### config.mk
export PLATFORM = sky130hd
export DESIGN_NAME = store_arbiter
export DESIGN_NICKNAME = d
export VERILOG_FILES = /design/src/rtl/store_arb_pkg.sv /design/src/rtl/store_arb_pair_rr.sv /design/src/rtl/store_arb_select.sv /design/src/rtl/store_arb_port_mux.sv /design/src/rtl/store_arbiter.sv
export SDC_FILE = /design/constraint.sdc
export NUM_CORES = 1
export LEC_CHECK = 0
export BUFFER_PORTS_ARGS = -buffer_cell sky130_fd_sc_hd__buf_2
export CELL_PAD_IN_SITES_DETAIL_PLACEMENT = 1
export CELL_PAD_IN_SITES_GLOBAL_PLACEMENT = 1
export CORE_AREA = 3 3 251 253
export CTS_BUF_LIST = sky130_fd_sc_hd__clkbuf_16
export DETAILED_ROUTE_END_ITERATION = 16
export DIE_AREA = 0 0 254 256
export PLACE_DENSITY = 0.44
export SLEW_MARGIN = 20
export SYNTH_ARGS = -nofsm -noshare
export SYNTH_HDL_FRONTEND = slang
export SYNTH_HIERARCHICAL = 1
export SYNTH_SLANG_ARGS = --single-unit
### constraint.sdc
create_clock -name clk -period 2.9 [get_ports clk]
set_clock_uncertainty 0.1 [all_clocks]
set_input_delay 0.725 -clock clk [delete_from_list [all_inputs] [get_ports clk]]
set_output_delay 0.725 -clock clk [all_outputs]
set_load 0.05 [all_outputs]
### src/rtl/store_arb_pkg.sv
package store_arb_pkg;
  localparam int unsigned NUM_PORTS = 4;
  localparam int unsigned PAIR_SIZE = 2;
  localparam int unsigned NUM_PAIRS = NUM_PORTS / PAIR_SIZE;
  localparam int unsigned FUNC_W    = 2;

  typedef enum logic [FUNC_W-1:0] {
    SF_READ    = 2'd0,
    SF_WRITE   = 2'd1,
    SF_PARTIAL = 2'd2,
    SF_RSVD    = 2'd3
  } sfunc_e;
endpackage

### src/rtl/store_arb_pair_rr.sv
// Two-member rotating selector with its own last-served pointer.
module store_arb_pair_rr (
  input  logic       clk,
  input  logic       rst_n,
  input  logic [1:0] req,
  input  logic       take,
  output logic [1:0] pick
);
  logic last_q;
  logic last_d;

  always_comb begin
    unique case (req)
      2'b01:   pick = 2'b01;
      2'b10:   pick = 2'b10;
      2'b11:   pick = last_q ? 2'b01 : 2'b10;
      default: pick = 2'b00;
    endcase
  end

  always_comb begin
    last_d = last_q;
    if (take) last_d = pick[1];
  end

  // reset value 1 lets the lower member win the first tie
  always_ff @(posedge clk or negedge rst_n) begin
    if (!rst_n)    last_q <= 1'b1;
    else if (take) last_q <= last_d;
  end
endmodule

### src/rtl/store_arb_select.sv
// Pair-level fixed priority (highest pair index wins) over per-pair rotation.
module store_arb_select
  import store_arb_pkg::*;
(
  input  logic                 clk,
  input  logic                 rst_n,
  input  logic [NUM_PORTS-1:0] req,
  input  logic                 arb_en,
  output logic [NUM_PORTS-1:0] win,
  output logic                 fire
);
  logic [NUM_PAIRS-1:0] pair_any;
  logic [NUM_PAIRS-1:0] pair_chosen;
  logic [NUM_PORTS-1:0] pair_pick;

  for (genvar g = 0; g < NUM_PAIRS; g++) begin : g_pair
    assign pair_any[g] = |req[g*PAIR_SIZE +: PAIR_SIZE];

    store_arb_pair_rr rr_i (
      .clk  (clk),
      .rst_n(rst_n),
      .req  (req[g*PAIR_SIZE +: PAIR_SIZE]),
      .take (arb_en & pair_chosen[g]),
      .pick (pair_pick[g*PAIR_SIZE +: PAIR_SIZE])
    );

    assign win[g*PAIR_SIZE +: PAIR_SIZE] =
      pair_pick[g*PAIR_SIZE +: PAIR_SIZE] & {PAIR_SIZE{pair_chosen[g]}};
  end

  always_comb begin
    pair_chosen = '0;
    for (int g = 0; g < NUM_PAIRS; g++) begin
      if (pair_any[g]) pair_chosen = NUM_PAIRS'(1) << g;
    end
  end

  assign fire = arb_en & (|req);
endmodule

### src/rtl/store_arb_port_mux.sv
// AND-OR field selection for the granted port plus function decode.
module store_arb_port_mux
  import store_arb_pkg::*;
#(
  parameter  int unsigned ADDR_W = 26,
  parameter  int unsigned DATA_W = 64,
  localparam int unsigned BE_W   = DATA_W / 8
) (
  input  logic [NUM_PORTS-1:0]        sel,
  input  logic [NUM_PORTS*FUNC_W-1:0] port_func,
  input  logic [NUM_PORTS*ADDR_W-1:0] port_addr,
  input  logic [NUM_PORTS*DATA_W-1:0] port_wdata,
  input  logic [NUM_PORTS*BE_W-1:0]   port_be,
  output logic                        m_we,
  output logic [ADDR_W-1:0]           m_addr,
  output logic [DATA_W-1:0]           m_wdata,
  output logic [BE_W-1:0]             m_be
);
  logic [FUNC_W-1:0] sel_func;
  logic [BE_W-1:0]   sel_be;

  always_comb begin
    sel_func = '0;
    sel_be   = '0;
    m_addr   = '0;
    m_wdata  = '0;
    for (int i = 0; i < NUM_PORTS; i++) begin
      sel_func = sel_func | ({FUNC_W{sel[i]}} & port_func[i*FUNC_W +: FUNC_W]);
      sel_be   = sel_be   | ({BE_W{sel[i]}}   & port_be[i*BE_W +: BE_W]);
      m_addr   = m_addr   | ({ADDR_W{sel[i]}} & port_addr[i*ADDR_W +: ADDR_W]);
      m_wdata  = m_wdata  | ({DATA_W{sel[i]}} & port_wdata[i*DATA_W +: DATA_W]);
    end
  end

  always_comb begin
    unique case (sfunc_e'(sel_func))
      SF_WRITE: begin
        m_we = 1'b1;
        m_be = '1;
      end
      SF_PARTIAL: begin
        m_we = 1'b1;
        m_be = sel_be;
      end
      default: begin
        m_we = 1'b0;
        m_be = '0;
      end
    endcase
  end
endmodule

### src/rtl/store_arbiter.sv
module store_arbiter
  import store_arb_pkg::*;
#(
  parameter  int unsigned ADDR_W = 26,
  parameter  int unsigned DATA_W = 64,
  localparam int unsigned BE_W   = DATA_W / 8
) (
  input  logic                        clk,
  input  logic                        rst_n,
  input  logic [NUM_PORTS-1:0]        port_req,
  input  logic [NUM_PORTS*FUNC_W-1:0] port_func,
  input  logic [NUM_PORTS*ADDR_W-1:0] port_addr,
  input  logic [NUM_PORTS*DATA_W-1:0] port_wdata,
  input  logic [NUM_PORTS*BE_W-1:0]   port_be,
  output logic [NUM_PORTS-1:0]        port_ack,
  output logic [DATA_W-1:0]           port_rdata,
  output logic                        st_valid,
  output logic                        st_we,
  output logic [ADDR_W-1:0]           st_addr,
  output logic [DATA_W-1:0]           st_wdata,
  output logic [BE_W-1:0]             st_be,
  input  logic                        st_ack,
  input  logic [DATA_W-1:0]           st_rdata
);
  logic                 busy_q, busy_d;
  logic [NUM_PORTS-1:0] grant_q, grant_d;
  logic                 state_en;
  logic [NUM_PORTS-1:0] win;
  logic                 fire;

  store_arb_select sel_i (
    .clk   (clk),
    .rst_n (rst_n),
    .req   (port_req),
    .arb_en(~busy_q),
    .win   (win),
    .fire  (fire)
  );

  store_arb_port_mux #(.ADDR_W(ADDR_W), .DATA_W(DATA_W)) mux_i (
    .sel       (grant_q),
    .port_func (port_func),
    .port_addr (port_addr),
    .port_wdata(port_wdata),
    .port_be   (port_be),
    .m_we      (st_we),
    .m_addr    (st_addr),
    .m_wdata   (st_wdata),
    .m_be      (st_be)
  );

  always_comb begin
    busy_d   = busy_q;
    grant_d  = grant_q;
    state_en = 1'b0;
    if (!busy_q) begin
      if (fire) begin
        busy_d   = 1'b1;
        grant_d  = win;
        state_en = 1'b1;
      end
    end else if (st_ack) begin
      busy_d   = 1'b0;
      grant_d  = '0;
      state_en = 1'b1;
    end
  end

  always_ff @(posedge clk or negedge rst_n) begin
    if (!rst_n) begin
      busy_q  <= 1'b0;
      grant_q <= '0;
    end else if (state_en) begin
      busy_q  <= busy_d;
      grant_q <= grant_d;
    end
  end

  assign st_valid   = busy_q;
  assign port_ack   = grant_q & {NUM_PORTS{st_ack}};
  assign port_rdata = st_rdata;
endmodule

# --- Word-level counts from Yosys, hierarchy flattened ---
# Cells that the tools add are included.
totals:
  ff_bits: 7
  output_inout_bits: 168
  inputBits: 471
  mem_bits_rw: 0
  n_memories: 0
  latch_bits: 0
  wordCells: 70
  rom_bits: 0
op_classes:
  reduce_logical: 6
  multipliers: 0
  bitwise_logic: 35
  shifts: 0
  n_addsub: 0
  n_div: 0
  n_lt_le_gt_ge: 0
  muxes: 16
  eq_ne: 9
ops:
  columns: ["operator", "n"]
  rows:
  - ["64-bit bitwise AND", 4]
  - ["64-bit bitwise OR", 3]
  - ["26-bit bitwise AND", 4]
  - ["26-bit bitwise OR", 3]
  - ["8-bit bitwise AND", 4]
  - ["8-bit bitwise OR", 3]
  - ["8-bit one-hot mux with 2 select lines", 1]
  - ["2-bit bitwise AND", 6]
  - ["4-bit 2-to-1 mux", 3]
  - ["2-bit one-hot mux with 3 select lines", 2]
  - ["2-bit equality test, second input constant", 5]
  - ["1-bit 2-to-1 mux", 7]
  - ["2-bit by 1-bit equality test with 1-bit output, second input constant", 3]
  - ["2-bit 2-to-1 mux", 3]
  - ["2-bit bitwise OR", 3]
  - ["2-bit OR reduction", 3]
  - ["4-bit bitwise AND", 1]
  - ["4-bit OR reduction", 1]
  - ["1-bit bitwise AND", 3]
  - ["3-bit AND reduction", 1]
  - ["2-bit != test, second input constant", 1]
  - ["2-bit nonzero test", 1]
  - ["1-bit inverter", 1]

# --- Longest topological paths before layout ---
# Gate-level depths: netlist of the first run.
depth:
  depth_word: 7
  depth_mapped: 9
  mapped_depth_nobuf: 7

# --- Modules after synthesis ---
# Netlist of the first run, hierarchy kept.
by_module_without_submodules:
  columns: ["mod", "instances", "cells_per_inst", "seq_area_each_um2", "area_per_inst_um2"]
  rows:
  - ["store_arb_port_mux", 1, 351, 0.0, 2844.0]
  - ["store_arbiter", 1, 84, 125.1, 720.7]
  - ["store_arb_pair_rr", 2, 6, 26.3, 71.3]
  - ["store_arb_select", 1, 9, 0.0, 67.6]

# --- Worst setup path after synthesis of the first run ---
# No wires, ideal clock.
synth_timing:
  path_type: "input to output"
  from: "input port_func[1]"
  to: "output st_be[0]"
  path_buffers: 0
  t_arrival_ps: 2610
  setup_slack_ps: -535
  stages: 6
  required_time_ps: 2075
  path_cell_list: "a22oi_1 -> nand2_1 -> ha_1 -> inv_1 -> nand2_1 -> o21ai_1"
synth_between:
  elab_chain_cells: 6
  elab_cells_between_ends: 7
  classes_between: "2 x eq/ne; 1 x mux; 4 x bitwise"
synth_lines:
  columns: ["element", "line", "rtl"]
  rows:
  - ["from (decl)", "store_arbiter.sv:11", "input logic [NUM_PORTS*FUNC_W-1:0] port_func,"]
  - ["2-bit bitwise AND *", "store_arb_port_mux.sv:28", "sel_func = sel_func | ({FUNC_W{sel[i]}} & port_func[i*FUNC_W +: FUNC_W]);"]
  - ["2-bit bitwise OR * (3 in a row)", "store_arb_port_mux.sv:28", null]
  - ["2-bit equality test / 2-bit by 1-bit equality test with 1-bit output (equally long branches)", "store_arb_port_mux.sv:36", "unique case (sfunc_e'(sel_func))"]
  - ["8-bit one-hot mux with 2 select lines *", "store_arb_port_mux.sv:36", null]
  - ["to (decl)", "store_arbiter.sv:21", "output logic [BE_W-1:0] st_be,"]
# Every way passes the cells marked *; elsewhere a longest branch is shown, timed or not.

# --- Worst setup path after layout of the first run ---
layout_timing:
  from: "input port_func[1]"
  to: "output st_be[1]"
# Same word-level chain as after synthesis.

==> results of run 1 <==
-- worst max-delay path: stages --
cell and delay, ns:
buf_2 0.10, a22oi_2 0.16, nand2_2 0.10, ha_4 0.28, clkinvlp_4 0.18, nand2_8 0.24
o21ai_4 0.09, buf_12 0.16
-- cells by family after synthesis --
| logic type | count (synthesis) | synth area share (%) |
|---|---|---|
| buffers and inverters | 116 | 25.46 |
| adders and majority gates | 2 | 0.6628 |
| AOI/OAI and AO/OA | 217 | 55.42 |
| and+or+nand+nor | 109 | 12.16 |
| muxes | 5 | 1.591 |
| DFF | 7 | 4.707 |
-- layer usage --
layer  vias to the layer above  share of wire (%)
met4                        14                1.2
li1                       2558                  -
met2                       320                 47
met5                         -               0.31
met3                        34                 11
met1                      2553                 40
-- power breakdown --
part | internal (mW) | switching, mW
clock | 0.181 | 0.0738
combinational | 1.64 | 4.06
sequential | 0.153 | 0.0625
-- worst max path at each step --
stage,start,end,slack (ns)
2_1_floorplan,port_func[1],st_be[0],0.007
3_3_place_gp,port_func[4],st_be[1],-0.14
3_5_place_dp,port_func[2],st_be[1],-0.15
4_1_cts,grant_q[0],st_be[1],-0.03
5_1_grt,grant_q[0],st_be[1],-0.03
6_report,port_func[1],st_be[1],0.03
-- area by class of cell --
class,instances,area share (%)
well taps,790,13.99
repair buffers,537,42.13
clock inverters,1,0.05314
inverters,6,0.3720
flip-flops and latches,7,2.728
clock buffers,3,1.063
multi-input cells,333,39.56
diodes,3,0.1063
-- sequential cells by signal, indices dropped and copies added, names as in the netlist --
| register | count |
|---|---|
| grant_q | 4 |
| sel_i/g_pair.rr_i/last_q | 2 |
| st_valid | 1 |
-- what timing repair did --
item                                    CTS  global route
gates resized for setup                  10             4
cloned                                    0             0
setup buffers                             3             0
pin swaps                                 7             3
endpoints found under the setup margin    8            10
-- cells in the mapped netlist --
cell type	instances	area share, %
a22oi_2	80	27
buf_6	14	4.2
and3b_1	3	0.70
mux2i_1	3	0.80
dfrtp_1	5	3.3
mux2_4	2	0.80
nor2b_1	4	0.66
nor2_4	1	0.30
ha_1	2	0.66
inv_1	6	0.60
a21boi_0	3	0.60
nand2_1	94	9.3
a22o_1	10	2.3
o2bb2ai_1	2	0.46
o21ai_1	8	1.1
dfstp_2	2	1.4
buf_12	9	4.8
a21boi_2	2	0.60
and2_1	4	0.66
or2_1	1	0.17
buf_4	66	13
a221oi_2	8	3.2
nor2b_2	1	0.23
a22oi_1	104	21
buf_2	21	2.8
nor2_1	1	0.099
-- metrics by stage --
step           total power, mW  std cells  setup TNS, ns
2_1_floorplan            4.441        456              0
3_3_place_gp             5.926       1670        -0.6486
3_5_place_dp             5.951       1670        -0.7578
4_1_cts                  6.290       1677       -0.02714
5_1_grt                  6.565       1679        -0.1325
6_report                 6.178       1680              0
==> flow_summary.yaml, run 1 <==
critical_path:
  r2r_start: "st_valid"
  arrival_ns: 2.04
  reg2reg_depth: 4
  worstPathMaxFanout: 8
  cp.required_ns: 2.08
  critPathCaptureType: "primary output"
  r2r-end: "grant_q[2]"
  crit_path_start_kind: "input pin"
  r2r_slack_ns: 1.04
  critPathKind: "in2out"
timing:
  post-route-period-util_pct: 98.88
  tightest_slew_ns: 0.6430
  finalWorstSetupSlack_ns: 0.03254
  fin_crit_ns: 2.867
  fmax_mhz: 348.7
  final-hold-violation-count: 0
  grt_setup_unrepaired: "true"
  setup_viol: 0
  finalMaxSlewViolations: 0
  slew_headroom_pct: 57.13
  hold_ws_ns: 0.2596
power_and_ir_drop:
  ir_drop_uv: 284.6
  p_leak_nw: 3.460
  powerDensity_mw_per_mm2: 874.6
placement:
  placed_area_sq_mm: 0.006894
  dp.final_hpwl_um: 24880
  preCtsSetupSlack_ns: -0.1462
  gp_congestion: 0.8722
  placement.io_buffers: 510
logic_synthesis:
  syn_inst: 456
  ys_warn_count: 6
  ys_seq_elements: 7
  yosysSeqAreaShare_pct: 4.707
  syn_nets: 929
  synth_cell_types: 26
  syn_area_per_cell_sq_um: 8.278
  synth_area_sq_mm: 0.003775
floorplan:
  num_rows: 91
  die_h_um: 256
  die-area_sq_mm: 0.06502
  placeableCoreArea_sq_mm: 0.06126
  ios: 639
  die_w_um: 254
  start_util_pct: 6.162
final_layout:
  fillers: 7502
  fin_area_sq_mm: 0.007063
  multiInputGateArea_sq_mm: 0.002794
  layout_commonest_cell: "buf_2"
  finalNetCount: 1361
  drive_gt1_share_pct: 74.18
  fin_util_pct: 11.53
  regArea_sq_um: 192.7
  synthToLayoutAreaGrowth_pct: 87.11
  mostFrequentLayoutCells: "buf_2 (498), a22oi_1 (100), nand2_1 (91)"
drt:
  drt_iter0_markers: 202
  drc: 0
  ant_nets: 0
  firstDrtPassIters: 4
  wl_per_cell_um: 17.10
  viasPerCell: 3.261
  routed_wl_um: 28720
  num_vias: 5479
global_route:
  grtUsageMet3_pct: 3.587
  met2_usage_pct: 13.86
  grt_pass1_vias: 5761
  globalRouteOverflowTotal: 0
  top_usage_layer: "met2"
  grt_max_degree: 63
  gr-usage-met1_pct: 9.745
  antenna_found_initial: 14
  grt_pass1_wl_um: 39100
  grt_use_total_pct: 8.174
clocking:
  clock_latency_ns: 0.24
  numCtsBuffers: 3
  cts_buffer_depth: 2
  holdBufCountCts: 0
  cts_tree: "yes"
  clkSinkCount: 7
  h-tree-depth: 1
  clkTransAtPathRegs_ns: 0.04
  clock-root-buffer: "clkbuf_16"
status:
  status: "finished, final reports clean"
worst_hold_path:
  min_path_type: "in2async"
job:
  maxCapViolations: 0
(Power assumes the default switching activity.)
==> run 2: changes to the inputs <==
--- a/config.mk
+++ b/config.mk
@@ -6,13 +6,13 @@
 export NUM_CORES = 1
 export LEC_CHECK = 0
 export BUFFER_PORTS_ARGS = -buffer_cell sky130_fd_sc_hd__buf_2
-export CELL_PAD_IN_SITES_DETAIL_PLACEMENT = 1
-export CELL_PAD_IN_SITES_GLOBAL_PLACEMENT = 1
-export CORE_AREA = 3 3 251 253
+export CELL_PAD_IN_SITES_DETAIL_PLACEMENT = 0
+export CELL_PAD_IN_SITES_GLOBAL_PLACEMENT = 2
+export CORE_AREA = 3 3 246 248
 export CTS_BUF_LIST = sky130_fd_sc_hd__clkbuf_16
 export DETAILED_ROUTE_END_ITERATION = 16
-export DIE_AREA = 0 0 254 256
-export PLACE_DENSITY = 0.44
+export DIE_AREA = 0 0 249 251
+export PLACE_DENSITY = 0.57
 export SLEW_MARGIN = 20
 export SYNTH_ARGS = -nofsm -noshare
 export SYNTH_HDL_FRONTEND = slang
==> run 2 against run 1 <==
Effect of this change: the flow now finishes with violations (setup timing); total power down 1.0%; sequential share of layout area hardly changed; clock power decreased by 7.8%; non-clock buffer count decreased by 11; count of clock-buffer cells in the layout is the same; die area fell by 3.9%; largest cell class unchanged; routed wire length decreased by 6.1%.
==> flow_summary.yaml, run 2 (synthesis results as in run 1) <==
final_layout:
  drive_gt1_share_pct: 73.74
  finalNetCount: 1350
  largest_reg_flops: 4
  layout_commonest_cell: "buf_2"
  mostFrequentLayoutCells: "buf_2 (499), a22oi_1 (102), nand2_1 (90)"
  fillers: 6849
  regMostFlops: "grant_q"
  final_cells: 1650
  synthToLayoutAreaGrowth_pct: 84.12
floorplan:
  placeableCoreArea_sq_mm: 0.05869
  die-area_sq_mm: 0.06250
  start_util_pct: 6.432
  die_w_um: 249
  num_rows: 89
  die_h_um: 251
  ios: 639
clocking:
  h-tree-depth: 1
  numCtsBuffers: 3
  cts_buffer_depth: 2
  clock_latency_ns: 0.23
  clkSinkCount: 7
  holdBufCountCts: 0
  clkTransAtPathRegs_ns: 0.04
  cts_tree: "yes"
  clock-root-buffer: "clkbuf_16"
critical_path:
  critPathCaptureType: "primary output"
  reg2reg_depth: 4
  max_stage_delay_ns: 0.28
  r2r-end: "grant_q[2]"
  crit_chain: "buf_6, a22oi_2, nand2_2, ha_4, clkinvlp_4, nand2_8, o21ai_4, buf_12"
  crit_path_start_kind: "input pin"
  r2r_start: "st_valid"
  cp_slowest_cell: "ha_4"
  worstPathMaxFanout: 8
  cp.required_ns: 2.08
  r2r_slack_ns: 1.20
  arrival_ns: 2.08
  critPathKind: "in2out"
timing:
  finalMaxSlewViolations: 0
  setup_viol: 2
  tns_ns: -0.008540
  grt_setup_unrepaired: "true"
  tightest_slew_ns: 0.7376
  final-hold-violation-count: 0
  finalWorstSetupSlack_ns: -0.006096
  fmax_mhz: 344.1
  fin_crit_ns: 2.906
  slew_headroom_pct: 50.82
  post-route-period-util_pct: 100.2
  hold_ws_ns: 0.2335
power_and_ir_drop:
  ir_drop_uv: 608.3
  finalPower_mw: 6.115
  p_leak_nw: 3.404
  powerDensity_mw_per_mm2: 879.7
global_route:
  grt_pass1_vias: 5619
  grt_use_total_pct: 7.977
  grt_max_degree: 81
  grt_pass1_wl_um: 37740
  globalRouteOverflowTotal: 0
  antenna_found_initial: 4
placement:
  dp.final_hpwl_um: 23080
  preCtsSetupSlack_ns: -0.2741
  gp_congestion: 0.8469
  place_inst: 1644
  placement.io_buffers: 510
drt:
  num_vias: 5388
  drt_iter0_markers: 207
  wl_per_cell_um: 16.35
  ant_nets: 0
  drc: 0
  firstDrtPassIters: 4
  routed_wl_um: 26980
  viasPerCell: 3.265
worst_hold_path:
  min_path_type: "in2async"
status:
  failed_checks: "setup timing"
  status: "finished with violations"
job:
  maxCapViolations: 0
==> run 2: changes by cell type in the layout (fill, tap and decap cells not counted) <==
cell	previous run	this run
a22oi_2	84	82
nand2_2	1	2
diode_2	3	1
nand2_1	91	90
buf_6	4	7
buf_2	498	499
a22oi_1	100	102
buf_12	14	12
buf_16	0	1
buf_4	21	7
==> run 2: where the power goes <==
| part | total, mW | internal, mW | leakage (nW) | switching, mW |
|---|---|---|---|---|
| sequential | 0.210 | 0.153 | 0.0800 | 0.0566 |
| combinational | 5.67 | 1.57 | 3.28 | 4.10 |
| clock | 0.235 | 0.180 | 0.0423 | 0.0550 |
==> run 2: per-layer routing <==
layer / track usage (%) / share of wire, % / vias up
li1: - / - / 2535
met1: 9.368 / 40 / 2469
met2: 14.48 / 50 / 360
met3: 2.162 / 8.7 / 24
met4: 1.718 / 1.8 / 0
met5: 0 / 0 / -
==> run 2: area by class of cell <==
class | count | area [sq um] | area share, %
clock buffer | 3 | 75.07 | 1.080
clock inverter | 1 | 3.754 | 0.05401
antenna | 1 | 2.502 | 0.03600
multi-input combinational | 333 | 2786 | 40.09
inverter | 6 | 26.28 | 0.3780
sequential | 7 | 192.7 | 2.772
timing repair buffer | 526 | 2897 | 41.67
tap | 773 | 967.2 | 13.92
==> run 2: worst max path at each step <==
stage                     cells after the start         start  endpoint
final                                         8  port_func[1]  st_be[5]
after global routing                          9    grant_q[3]  st_be[5]
after CTS                                     8  port_func[1]  st_be[5]
after detailed placement                      8  port_func[1]  st_be[1]
after global placement                        8  port_func[1]  st_be[1]
after floorplan                               6  port_func[1]  st_be[0]
==> run 2: repair_timing <==
item,4_1_cts,5_1_grt
setup buffers,0,1
hold endpoints to repair,0,0
resized for setup,12,5
setup endpoints to repair,8,26
pin swaps,6,4
==> run 2: metrics by stage <==
step           util (%)  area (sq um)
2_1_floorplan         -          3901
3_3_place_gp      11.57          6790
3_5_place_dp      11.57          6790
4_1_cts           11.79          6918
5_1_grt           11.84          6948
6_report          11.84          6950
==> run 2: critical path, delay by kind of cell <==
kind                       cells  cell delay (ns)
adders and majority gates      1             0.28
buffers and inverters          3             0.43
AOI/OAI and AO/OA              2             0.29
and+or+nand+nor                2             0.34
==> run 3: changes to the inputs <==
--- a/config.mk
+++ b/config.mk
@@ -10,9 +10,11 @@
 export CELL_PAD_IN_SITES_GLOBAL_PLACEMENT = 2
 export CORE_AREA = 3 3 246 248
 export CTS_BUF_LIST = sky130_fd_sc_hd__clkbuf_16
+export CTS_CLUSTER_SIZE = 10
 export DETAILED_ROUTE_END_ITERATION = 16
 export DIE_AREA = 0 0 249 251
 export PLACE_DENSITY = 0.57
+export SETUP_SLACK_MARGIN = 0.02
 export SLEW_MARGIN = 20
 export SYNTH_ARGS = -nofsm -noshare
 export SYNTH_HDL_FRONTEND = slang
==> run 3 against run 2 <==
Effect of this change: the run now ends clean; sequential power is 7% higher; sequential share of layout area hardly changed; hold slack better by 0.0021 ns; flip-flop and latch count stayed put; global-route usage is 0.80 points lower; setup slack better by 0.046 ns; non-clock buffer count is 2 lower; critical path depth is 1 higher; core utilization is 0.087 points lower; total power is 4.0% lower; combinational power is 4.6% lower; critical path type unchanged.
==> flow_summary.yaml, run 3 (synthesis results as in run 1) <==
placement:
  gp_congestion: 0.8344
  preCtsSetupSlack_ns: -0.1251
  placement.io_buffers: 510
  dp.final_hpwl_um: 20590
clocking:
  cts_buffer_depth: 2
  clkSinkCount: 7
  clock_latency_ns: 0.23
  clkTransAtPathRegs_ns: 0.04
  cts_tree: "yes"
  clock-root-buffer: "clkbuf_16"
  numCtsBuffers: 3
  holdBufCountCts: 0
  h-tree-depth: 1
timing:
  setup_viol: 0
  finalWorstSetupSlack_ns: 0.03961
  fmax_mhz: 349.6
  tightest_slew_ns: 0.6820
  final-hold-violation-count: 0
  fin_crit_ns: 2.860
  slew_headroom_pct: 54.53
  finalMaxSlewViolations: 0
  post-route-period-util_pct: 98.63
  grt_setup_unrepaired: "true"
  tns_ns: 0
final_layout:
  drive_gt1_share_pct: 73.80
  mostFrequentLayoutCells: "buf_2 (499), a22oi_1 (100), nand2_1 (91)"
  synthToLayoutAreaGrowth_pct: 82.76
  fin_util_pct: 11.76
  largest_reg_flops: 4
  regMostFlops: "grant_q"
  layout_commonest_cell: "buf_2"
  finalNetCount: 1348
worst_hold_path:
  min_path_type: "in2async"
global_route:
  grt_max_degree: 58
  grt_pass1_wl_um: 35040
  globalRouteOverflowTotal: 0
  grt_pass1_vias: 5702
  grt_use_total_pct: 7.179
  antenna_found_initial: 5
power_and_ir_drop:
  finalPower_mw: 5.873
  ir_drop_uv: 723.5
  powerDensity_mw_per_mm2: 851.2
  p_leak_nw: 3.384
floorplan:
  ios: 639
  die-area_sq_mm: 0.06250
  die_h_um: 251
  die_w_um: 249
  start_util_pct: 6.432
  num_rows: 89
  placeableCoreArea_sq_mm: 0.05869
drt:
  viasPerCell: 3.246
  firstDrtPassIters: 4
  routed_wl_um: 24360
  ant_nets: 0
  num_vias: 5353
  drt_iter0_markers: 305
  drc: 0
  wl_per_cell_um: 14.78
job:
  maxCapViolations: 0
critical_path:
  cp.required_ns: 2.08
  cp-endpoint: "st_be[2]"
  r2r_slack_ns: 1.21
  arrival_ns: 2.04
  r2r-end: "grant_q[0]"
  crit_path_start_kind: "input pin"
  reg2reg_depth: 4
  critPathCaptureType: "primary output"
  r2r_start: "st_valid"
  worstPathMaxFanout: 8
  critPathKind: "in2out"
  startpoint: "port_func[0]"
status:
  status: "finished, final reports clean"
run 3: changes by cell type in the layout (fill, tap and decap cells not counted), sizes merged:
cell	previous run	this run
buf	526	524
diode	1	2
run 3: worst max-delay path: stages:
cell and delay, ns:
buf_8 0.10, a22oi_2 0.16, nand2_1 0.10, inv_2 0.07, ha_4 0.19, clkinvlp_4 0.16, nand2_8 0.14, o21ai_4 0.21
buf_12 0.16
run 3: metal layers:
layer	up-vias	track usage (%)	share of wire [%]	wire length, um
met3	25	2.162	9.4	2286
met1	2413	7.533	36	8834
met5	-	0	0.11	27
li1	2531	-	-	-
met4	4	2.151	2.2	527
met2	380	13.71	52	12690
run 3: per-stage QoR:
| step | area, sq um | hold WS (ns) | instances |
|---|---|---|---|
| floorplan | 3914 | 0.3294 | 456 |
| global placement | 6695 | 0.4847 | 1638 |
| detailed placement | 6695 | 0.4790 | 1638 |
| CTS | 6838 | 0.2422 | 1644 |
| global route | 6899 | 0.2526 | 1649 |
| finish | 6899 | 0.2356 | 1649 |
run 3: worst min path at each step:
stage | to | slack [ns] | cells past startpoint
floorplan | grant_q[0] | 0.33 | 0
finish | grant_q[3] | 0.24 | 1
CTS | grant_q[3] | 0.24 | 1
global route | grant_q[3] | 0.25 | 1
detailed placement | grant_q[1] | 0.48 | 1
global placement | grant_q[3] | 0.48 | 1
run 3: repair_timing:
item / 4_1_cts / 5_1_grt
pin swaps: 7 / 5
gates resized for setup: 16 / 8
cloned: 0 / 0
setup endpoints to repair: 8 / 9
buffers inserted: 2 / 3
run 3: area by class of cell:
cell class / instances / area, sq um
Inverter: 6 / 26.28
Tap cell: 773 / 967.2
Fill cell: 6828 / 51790
Timing Repair Buffer: 524 / 2835
Antenna cell: 2 / 5.005
Sequential cell: 7 / 192.7
Multi-Input combinational cell: 333 / 2794
Clock buffer: 3 / 75.07
Clock inverter: 1 / 3.754
run 3: report_power, final:
part,switching [mW],internal (mW),total [mW]
sequential,0.0717,0.154,0.225
clock,0.0557,0.180,0.235
combinational,3.91,1.50,5.41
total,4.04,1.84,5.87
